**config.mk**
```make
export PLATFORM = sky130hd
export DESIGN_NAME = tick_timer
export DESIGN_NICKNAME = d
export VERILOG_FILES = /design/src/rtl/tick_pkg.sv /design/src/rtl/tick_src_sel.sv /design/src/rtl/tick_counter.sv /design/src/rtl/tick_regs.sv /design/src/rtl/tick_timer.sv
export SDC_FILE = /design/constraint.sdc
export NUM_CORES = 1
export LEC_CHECK = 0
export BUFFER_PORTS_ARGS = -buffer_cell sky130_fd_sc_hd__buf_2
export CAP_MARGIN = 15
export CORE_MARGIN = 1.5
export CORE_UTILIZATION = 61
export CTS_BUF_LIST = sky130_fd_sc_hd__clkbuf_8
export DETAILED_ROUTE_END_ITERATION = 10
export PLACE_DENSITY_LB_ADDON = 0.12
export SETUP_SLACK_MARGIN = 0.2
export SLEW_MARGIN = 10
export SYNTH_ARGS = -nofsm -noshare
export SYNTH_HDL_FRONTEND = slang
export SYNTH_HIERARCHICAL = 1
export SYNTH_SLANG_ARGS = --single-unit
```
**constraint.sdc**
```tcl
create_clock -name clk -period 7.9 [get_ports clk]
set_clock_uncertainty 0.2 [all_clocks]
set_input_delay 0.395 -clock clk [delete_from_list [all_inputs] [get_ports clk]]
set_output_delay 0.395 -clock clk [all_outputs]
set_load 0.005 [all_outputs]
```
**src/rtl/tick_pkg.sv**
```systemverilog
package tick_pkg;

    localparam int unsigned BUS_W = 32;

    // register select, taken from byte-address bits 3:2
    localparam logic [1:0] SEL_CTRL   = 2'd0;
    localparam logic [1:0] SEL_RELOAD = 2'd1;
    localparam logic [1:0] SEL_CUR    = 2'd2;
    localparam logic [1:0] SEL_CAL    = 2'd3;

    // control word bit positions
    localparam int unsigned BIT_EN   = 0;
    localparam int unsigned BIT_INT  = 1;
    localparam int unsigned BIT_SRC  = 2;
    localparam int unsigned BIT_FLAG = 16;

    typedef struct packed {
        logic en;
        logic int_en;
        logic src_core;
        logic flag;
    } ctrl_t;

endpackage

```
**src/rtl/tick_src_sel.sv**
```systemverilog
module tick_src_sel (
    input  logic en,
    input  logic src_core,
    input  logic ref_strobe,
    output logic tick
);

    always_comb begin
        tick = 1'b0;
        if (en) begin
            tick = src_core ? 1'b1 : ref_strobe;
        end
    end

endmodule

```
**src/rtl/tick_counter.sv**
```systemverilog
module tick_counter #(
    parameter int unsigned CNT_W = 24
) (
    input  logic             clk,
    input  logic             rst_n,
    input  logic             tick,
    input  logic             load,
    input  logic [CNT_W-1:0] load_val,
    output logic [CNT_W-1:0] cur,
    output logic             expire
);

    typedef struct packed {
        logic [CNT_W-1:0] cnt;
    } cnt_state_t;

    cnt_state_t st_d, st_q;

    always_comb begin
        st_d   = st_q;
        expire = 1'b0;
        if (load) begin
            st_d.cnt = load_val;
        end else if (tick) begin
            if (st_q.cnt == '0) begin
                expire   = 1'b1;
                st_d.cnt = load_val;
            end else begin
                st_d.cnt = st_q.cnt - 1'b1;
            end
        end
    end

    always_ff @(posedge clk or negedge rst_n) begin
        if (!rst_n) begin
            st_q <= '0;
        end else begin
            st_q <= st_d;
        end
    end

    assign cur = st_q.cnt;

endmodule

```
**src/rtl/tick_regs.sv**
```systemverilog
module tick_regs #(
    parameter int unsigned CNT_W     = 24,
    parameter int unsigned ADDR_W    = 4,
    parameter int unsigned CAL_VALUE = 10000
) (
    input  logic                       clk,
    input  logic                       rst_n,
    input  logic                       bus_valid,
    input  logic                       bus_write,
    input  logic [ADDR_W-1:0]          bus_addr,
    input  logic [tick_pkg::BUS_W-1:0] bus_wdata,
    output logic [tick_pkg::BUS_W-1:0] bus_rdata,
    input  logic                       expire,
    input  logic [CNT_W-1:0]           cur,
    output logic                       en,
    output logic                       src_core,
    output logic                       flag,
    output logic [CNT_W-1:0]           reload,
    output logic                       load,
    output logic                       irq
);

    import tick_pkg::*;

    typedef struct packed {
        ctrl_t            ctrl;
        logic [CNT_W-1:0] reload;
        logic             irq;
    } reg_state_t;

    reg_state_t st_d, st_q;

    logic [1:0] sel;
    logic       rd_ctrl, wr_ctrl, wr_reload, wr_cur, rd_any;
    logic       src_change, en_rise;

    assign sel       = bus_addr[3:2];
    assign rd_any    = bus_valid && !bus_write;
    assign rd_ctrl   = rd_any && (sel == SEL_CTRL);
    assign wr_ctrl   = bus_valid && bus_write && (sel == SEL_CTRL);
    assign wr_reload = bus_valid && bus_write && (sel == SEL_RELOAD);
    assign wr_cur    = bus_valid && bus_write && (sel == SEL_CUR);

    assign en_rise    = wr_ctrl && bus_wdata[BIT_EN] && !st_q.ctrl.en;
    assign src_change = wr_ctrl && bus_wdata[BIT_EN] && st_q.ctrl.en
                        && (bus_wdata[BIT_SRC] != st_q.ctrl.src_core);

    // restart requests go to the counter; they take priority over a tick
    assign load = wr_cur || en_rise || src_change;

    always_comb begin
        st_d     = st_q;
        st_d.irq = 1'b0;

        if (wr_ctrl) begin
            st_d.ctrl.en       = bus_wdata[BIT_EN];
            st_d.ctrl.int_en   = bus_wdata[BIT_INT];
            st_d.ctrl.src_core = bus_wdata[BIT_SRC];
        end
        if (wr_reload) begin
            st_d.reload = bus_wdata[CNT_W-1:0];
        end

        // clear by read or restart, then a wrap in the same cycle wins
        if (rd_ctrl || wr_cur) begin
            st_d.ctrl.flag = 1'b0;
        end
        if (expire) begin
            st_d.ctrl.flag = 1'b1;
            st_d.irq       = st_q.ctrl.int_en;
            if (st_q.reload == '0) begin
                st_d.ctrl.en = 1'b0;
            end
        end
    end

    always_ff @(posedge clk or negedge rst_n) begin
        if (!rst_n) begin
            st_q <= '0;
        end else begin
            st_q <= st_d;
        end
    end

    // read mux
    logic [BUS_W-1:0] ctrl_word;

    always_comb begin
        ctrl_word           = '0;
        ctrl_word[BIT_EN]   = st_q.ctrl.en;
        ctrl_word[BIT_INT]  = st_q.ctrl.int_en;
        ctrl_word[BIT_SRC]  = st_q.ctrl.src_core;
        ctrl_word[BIT_FLAG] = st_q.ctrl.flag;
    end

    always_comb begin
        bus_rdata = '0;
        if (rd_any) begin
            unique case (sel)
                SEL_CTRL:   bus_rdata = ctrl_word;
                SEL_RELOAD: bus_rdata = BUS_W'(st_q.reload);
                SEL_CUR:    bus_rdata = st_q.ctrl.en ? BUS_W'(cur) : '0;
                default:    bus_rdata = BUS_W'(CAL_VALUE);
            endcase
        end
    end

    assign en       = st_q.ctrl.en;
    assign src_core = st_q.ctrl.src_core;
    assign flag     = st_q.ctrl.flag;
    assign reload   = st_q.reload;
    assign irq      = st_q.irq;

    logic unused_bits;
    assign unused_bits = ^{bus_addr[1:0], bus_wdata[BUS_W-1:CNT_W]};

endmodule

```
**src/rtl/tick_timer.sv**
```systemverilog
module tick_timer #(
    parameter int unsigned CNT_W     = 24,
    parameter int unsigned ADDR_W    = 4,
    parameter int unsigned CAL_VALUE = 10000
) (
    input  logic              clk,
    input  logic              rst_n,
    input  logic              bus_valid,
    input  logic              bus_write,
    input  logic [ADDR_W-1:0] bus_addr,
    input  logic [31:0]       bus_wdata,
    output logic [31:0]       bus_rdata,
    input  logic              ref_strobe,
    output logic              irq_req
);

    logic             ctrl_en, ctrl_src, ctrl_flag;
    logic [CNT_W-1:0] reload_val, cnt_cur;
    logic             cnt_load, cnt_tick, cnt_expire;

    tick_regs #(
        .CNT_W     (CNT_W),
        .ADDR_W    (ADDR_W),
        .CAL_VALUE (CAL_VALUE)
    ) u_regs (
        .clk       (clk),
        .rst_n     (rst_n),
        .bus_valid (bus_valid),
        .bus_write (bus_write),
        .bus_addr  (bus_addr),
        .bus_wdata (bus_wdata),
        .bus_rdata (bus_rdata),
        .expire    (cnt_expire),
        .cur       (cnt_cur),
        .en        (ctrl_en),
        .src_core  (ctrl_src),
        .flag      (ctrl_flag),
        .reload    (reload_val),
        .load      (cnt_load),
        .irq       (irq_req)
    );

    tick_src_sel u_src (
        .en         (ctrl_en),
        .src_core   (ctrl_src),
        .ref_strobe (ref_strobe),
        .tick       (cnt_tick)
    );

    tick_counter #(
        .CNT_W (CNT_W)
    ) u_cnt (
        .clk      (clk),
        .rst_n    (rst_n),
        .tick     (cnt_tick),
        .load     (cnt_load),
        .load_val (reload_val),
        .cur      (cnt_cur),
        .expire   (cnt_expire)
    );

endmodule

```
==> impl_results.md <==
- Outcome: completed
- Max-slew headroom: between 30 and 40%
- Iteration-0 DRC Markers: about 350
- Crit Path Class: flop to flop
- Synth cell count leaders: 53 x dfrtp_1, 31 x nor2_1, 22 x nand2_1, 20 x a21oi_1, 20 x mux2_4
- CP Cell Sequence: or4_4, nor4_4, and4b_1, and3_1, nor4b_1, nand3_1, o221a_2
- Placed cell area: approximately 3700 um^2
- Fin area: roughly 3800 um^2
- Synth area leader: dfrtp_1
- Final worst path period need: around 3.1 ns
- Main combinational cell family by area after synthesis: simple AND/OR/NAND/NOR gates
- # H-tree levels: 2
- Diodes inserted: 0
- DP Wirelength: 6320 um
- Clock Root Buffer: clkbuf_8
- Global route overflow: 0
- Critical path arrival: approximately 3.1 ns
- Total GRT Usage: 30.1%
- RSZ-0062 raised after global routing: no
- Synth-to-layout area growth: 9.35%
- Register Area: between 1000 and 1500 um^2
- Critical path depth: 7
- Vias per inst: 6.62
- Critical path endpoint category: flop
- F_max: 321 MHz
- Core Box Area: around 5500 um^2
- Flop pwr share: between 50% and 60%
- Final period utilization: between 30% and 40%
- GP Congestion: roughly 0.93
- Fraction of layout cells with a size suffix above 1: a little over a quarter
- Starting Density: between 60% and 70%
- Vias: about 3.1k
- First-pass GRT wire length: about 14,000 um
- Main area contributors after synthesis: dfrtp_1 38%, mux2_4 8.6%, a22oi_1 4.1%
- Net switching power: 0.347 mW
- Post-Synthesis Cell Area: about 3500 um^2
- I/O Buffers: 55
- LEAKAGE: 1.68 nW
- Final WL: around 9000 um
- Io pins: 74
- CTS clk-pin slew, worst paths: 0.10 ns
- Gate Count Post-Synth: 362
- Initial antenna violation count: 0
- Final ANT Viol Nets: 0
- Maxcap violations: 0
- Post-Synth Adder-Cell Area: less than 1%
- CP top delay family: simple AND/OR/NAND/NOR gates
- Synth warn: 6
- Worst Hold Class: input pin to asynchronous set/reset pin
- Combinational fraction of design power: 28.9%
- Synthesized flop and latch total: 53
- Main synth FF type: dfrtp_1
- CTS Buf Count: 5
- CTS tree: built
- CP peak stage delay: approximately 0.56 ns
- Pins over their slew limit: 0
- Width of the chip: between 70 and 80 um
- Setup tns final: 0 ns
- Sink Count: 53
- Synth Area in Compound Gates: between 10% and 20%
- Fraction of registers with async set/reset: between 90% and 100%
- Setup bufs post-CTS: 0
- Least-Margin Pin Slew: approximately 1 ns
- Final setup viols: 0
- Max FO, Critical Path: 12
- Reg2Reg Depth: 7
- Net Sw Frac: between 30% and 40%
- Longest Clk Path Bufs: 2
- DRC: 0
- Hold_buf cts: 0
- Pre-Repair DR Iteration Count: 5
- FILL cells: 450
- Die area: roughly 6200 um^2
- Multi-input logic area: 1950 um^2
- Vias in the first global route: 2,824
- Slack of the worst reg-to-reg path: between 4 and 5 ns
- Worst path required time: approximately 7.9 ns
- Avg Cell Area, Syn: around 9.6 um^2
- Synthesized-area fraction occupied by xor and xnor cells: 0.753%
- Multiplexer share of the synthesized area: a little under an eighth
- Row cnt: 27
- Seq/Total Area, Yosys: a little under two fifths
- PwrDens: ~240 nW/um^2
- Clk_lat worst skew: between 0.3 and 0.4 ns
- Max VDD drop: about 0.00012 V
- # resized after CTS: 0
- Largest net degree at the start of global routing: 54
- Post-synth EDFFs: 0
- Internal power: ~0.57 mW
- Chip height: just under 80 um
- Nets: roughly 450
- Area fraction of the dominant cell type after synthesis: a little under two fifths
- Synth unique cells: 67
- Clk pwr share: about 20%
- Count leader, synth: dfrtp_1
- Routed len/inst: between 15 and 20 um
- Setup crit start kind: flop
- WP buf/inv: 0
- CP max-delay cell: or4_4
- Hold Vio Cnt, Final: 0
- Simple-Gate Fraction of Synth Area: about a quarter
## registers in the layout, summed over array words and instances (netlist names)
signal,count
u_regs/flag,1
u_regs/reload,24
u_regs/irq,1
u_regs/src_core,1
u_regs/ctrl_word,1
u_cnt/cur,24
u_regs/en,1
## layout by cell type, fill, tap and decap left out, types with 3 or more instances in the layout
cell type  count
o22ai_1        3
a22oi_1       19
a21oi_1       20
nand4_1        6
buf_4          4
nand2b_1       6
inv_1          8
nor2b_1        4
dfrtp_1       53
nor2_1        31
conb_1         8
or4_4          3
mux2i_1        3
o21ai_0       19
buf_2         55
a31oi_1        4
nand2_1       22
nor4_4         3
nor3_1         6
and3_1         5
nor4b_1        4
mux2_4        20
nor4_1        10
mux2_2         7
clkbuf_8       5
nand3_1       16
## power by group through the flow
stage	Clock (mW)	Sequential, mW	Combinational [mW]
after floorplan	0	0.421	0.219
after global placement	0	0.460	0.252
after detailed placement	0	0.465	0.260
after CTS	0.189	0.460	0.261
after global routing	0.199	0.476	0.291
final	0.187	0.466	0.265
## worst paths after layout
| check | from | to |
|---|---|---|
| worst max-delay path | u_cnt/cur[16] | u_regs/en |
| worst min-delay path | rst_n | u_cnt/cur[7] |
| worst max register to register | u_cnt/cur[16] | u_regs/en |
| worst min register to register | u_regs/flag | u_regs/flag |
| max in group asynchronous | rst_n | u_regs/ctrl_word[1] |
| min in group clk | bus_wdata[5] | u_regs/reload[5] |
## per-layer routing
| metal | global-route usage, % | share of wire, % | vias to the layer above |
|---|---|---|---|
| met2 | 45.9 | 46 | 168 |
| li1 | - | - | 1423 |
| met1 | 43.6 | 45 | 1533 |
| met3 | 5.23 | 7.8 | 16 |
| met4 | 9.11 | 1.5 | 0 |
| met5 | 0 | 0 | - |
## cells by family (layout without fill, tap and decap cells)
logic type	Yosys count	count (layout)
AO/OA/AOI/OAI	94	94
XOR/XNOR	3	3
adder cells (fa/ha/maj)	2	2
buffers and inverters	42	75
flip-flops	53	53
multiplexers	30	30
other	1	8
AND/OR/NAND/NOR	137	137
## metrics by stage
step / total power, mW / std cells / hold WS, ns / setup WS [ns] / util (%)
after floorplan: 0.640 / 369 / -0.101 / 5.28 / -
after global placement: 0.712 / 467 / 0.251 / 4.85 / 67.4
after detailed placement: 0.725 / 467 / 0.262 / 4.85 / 67.4
after CTS: 0.910 / 474 / 0.0222 / 4.81 / 69.3
after global routing: 0.967 / 474 / 0.0643 / 4.65 / 69.3
final: 0.917 / 474 / 0.00214 / 4.78 / 69.3
## cell type report
| type | count | area share [%] |
|---|---|---|
| timing repair buffer | 59 | 8.00 |
| clock inverter | 2 | 1.02 |
| sequential | 53 | 34.7 |
| inverter | 9 | 0.885 |
| clock buffer | 5 | 1.80 |
| multi-input combinational | 274 | 51.2 |
| tap | 72 | 2.36 |
(Power assumes the default switching activity.)
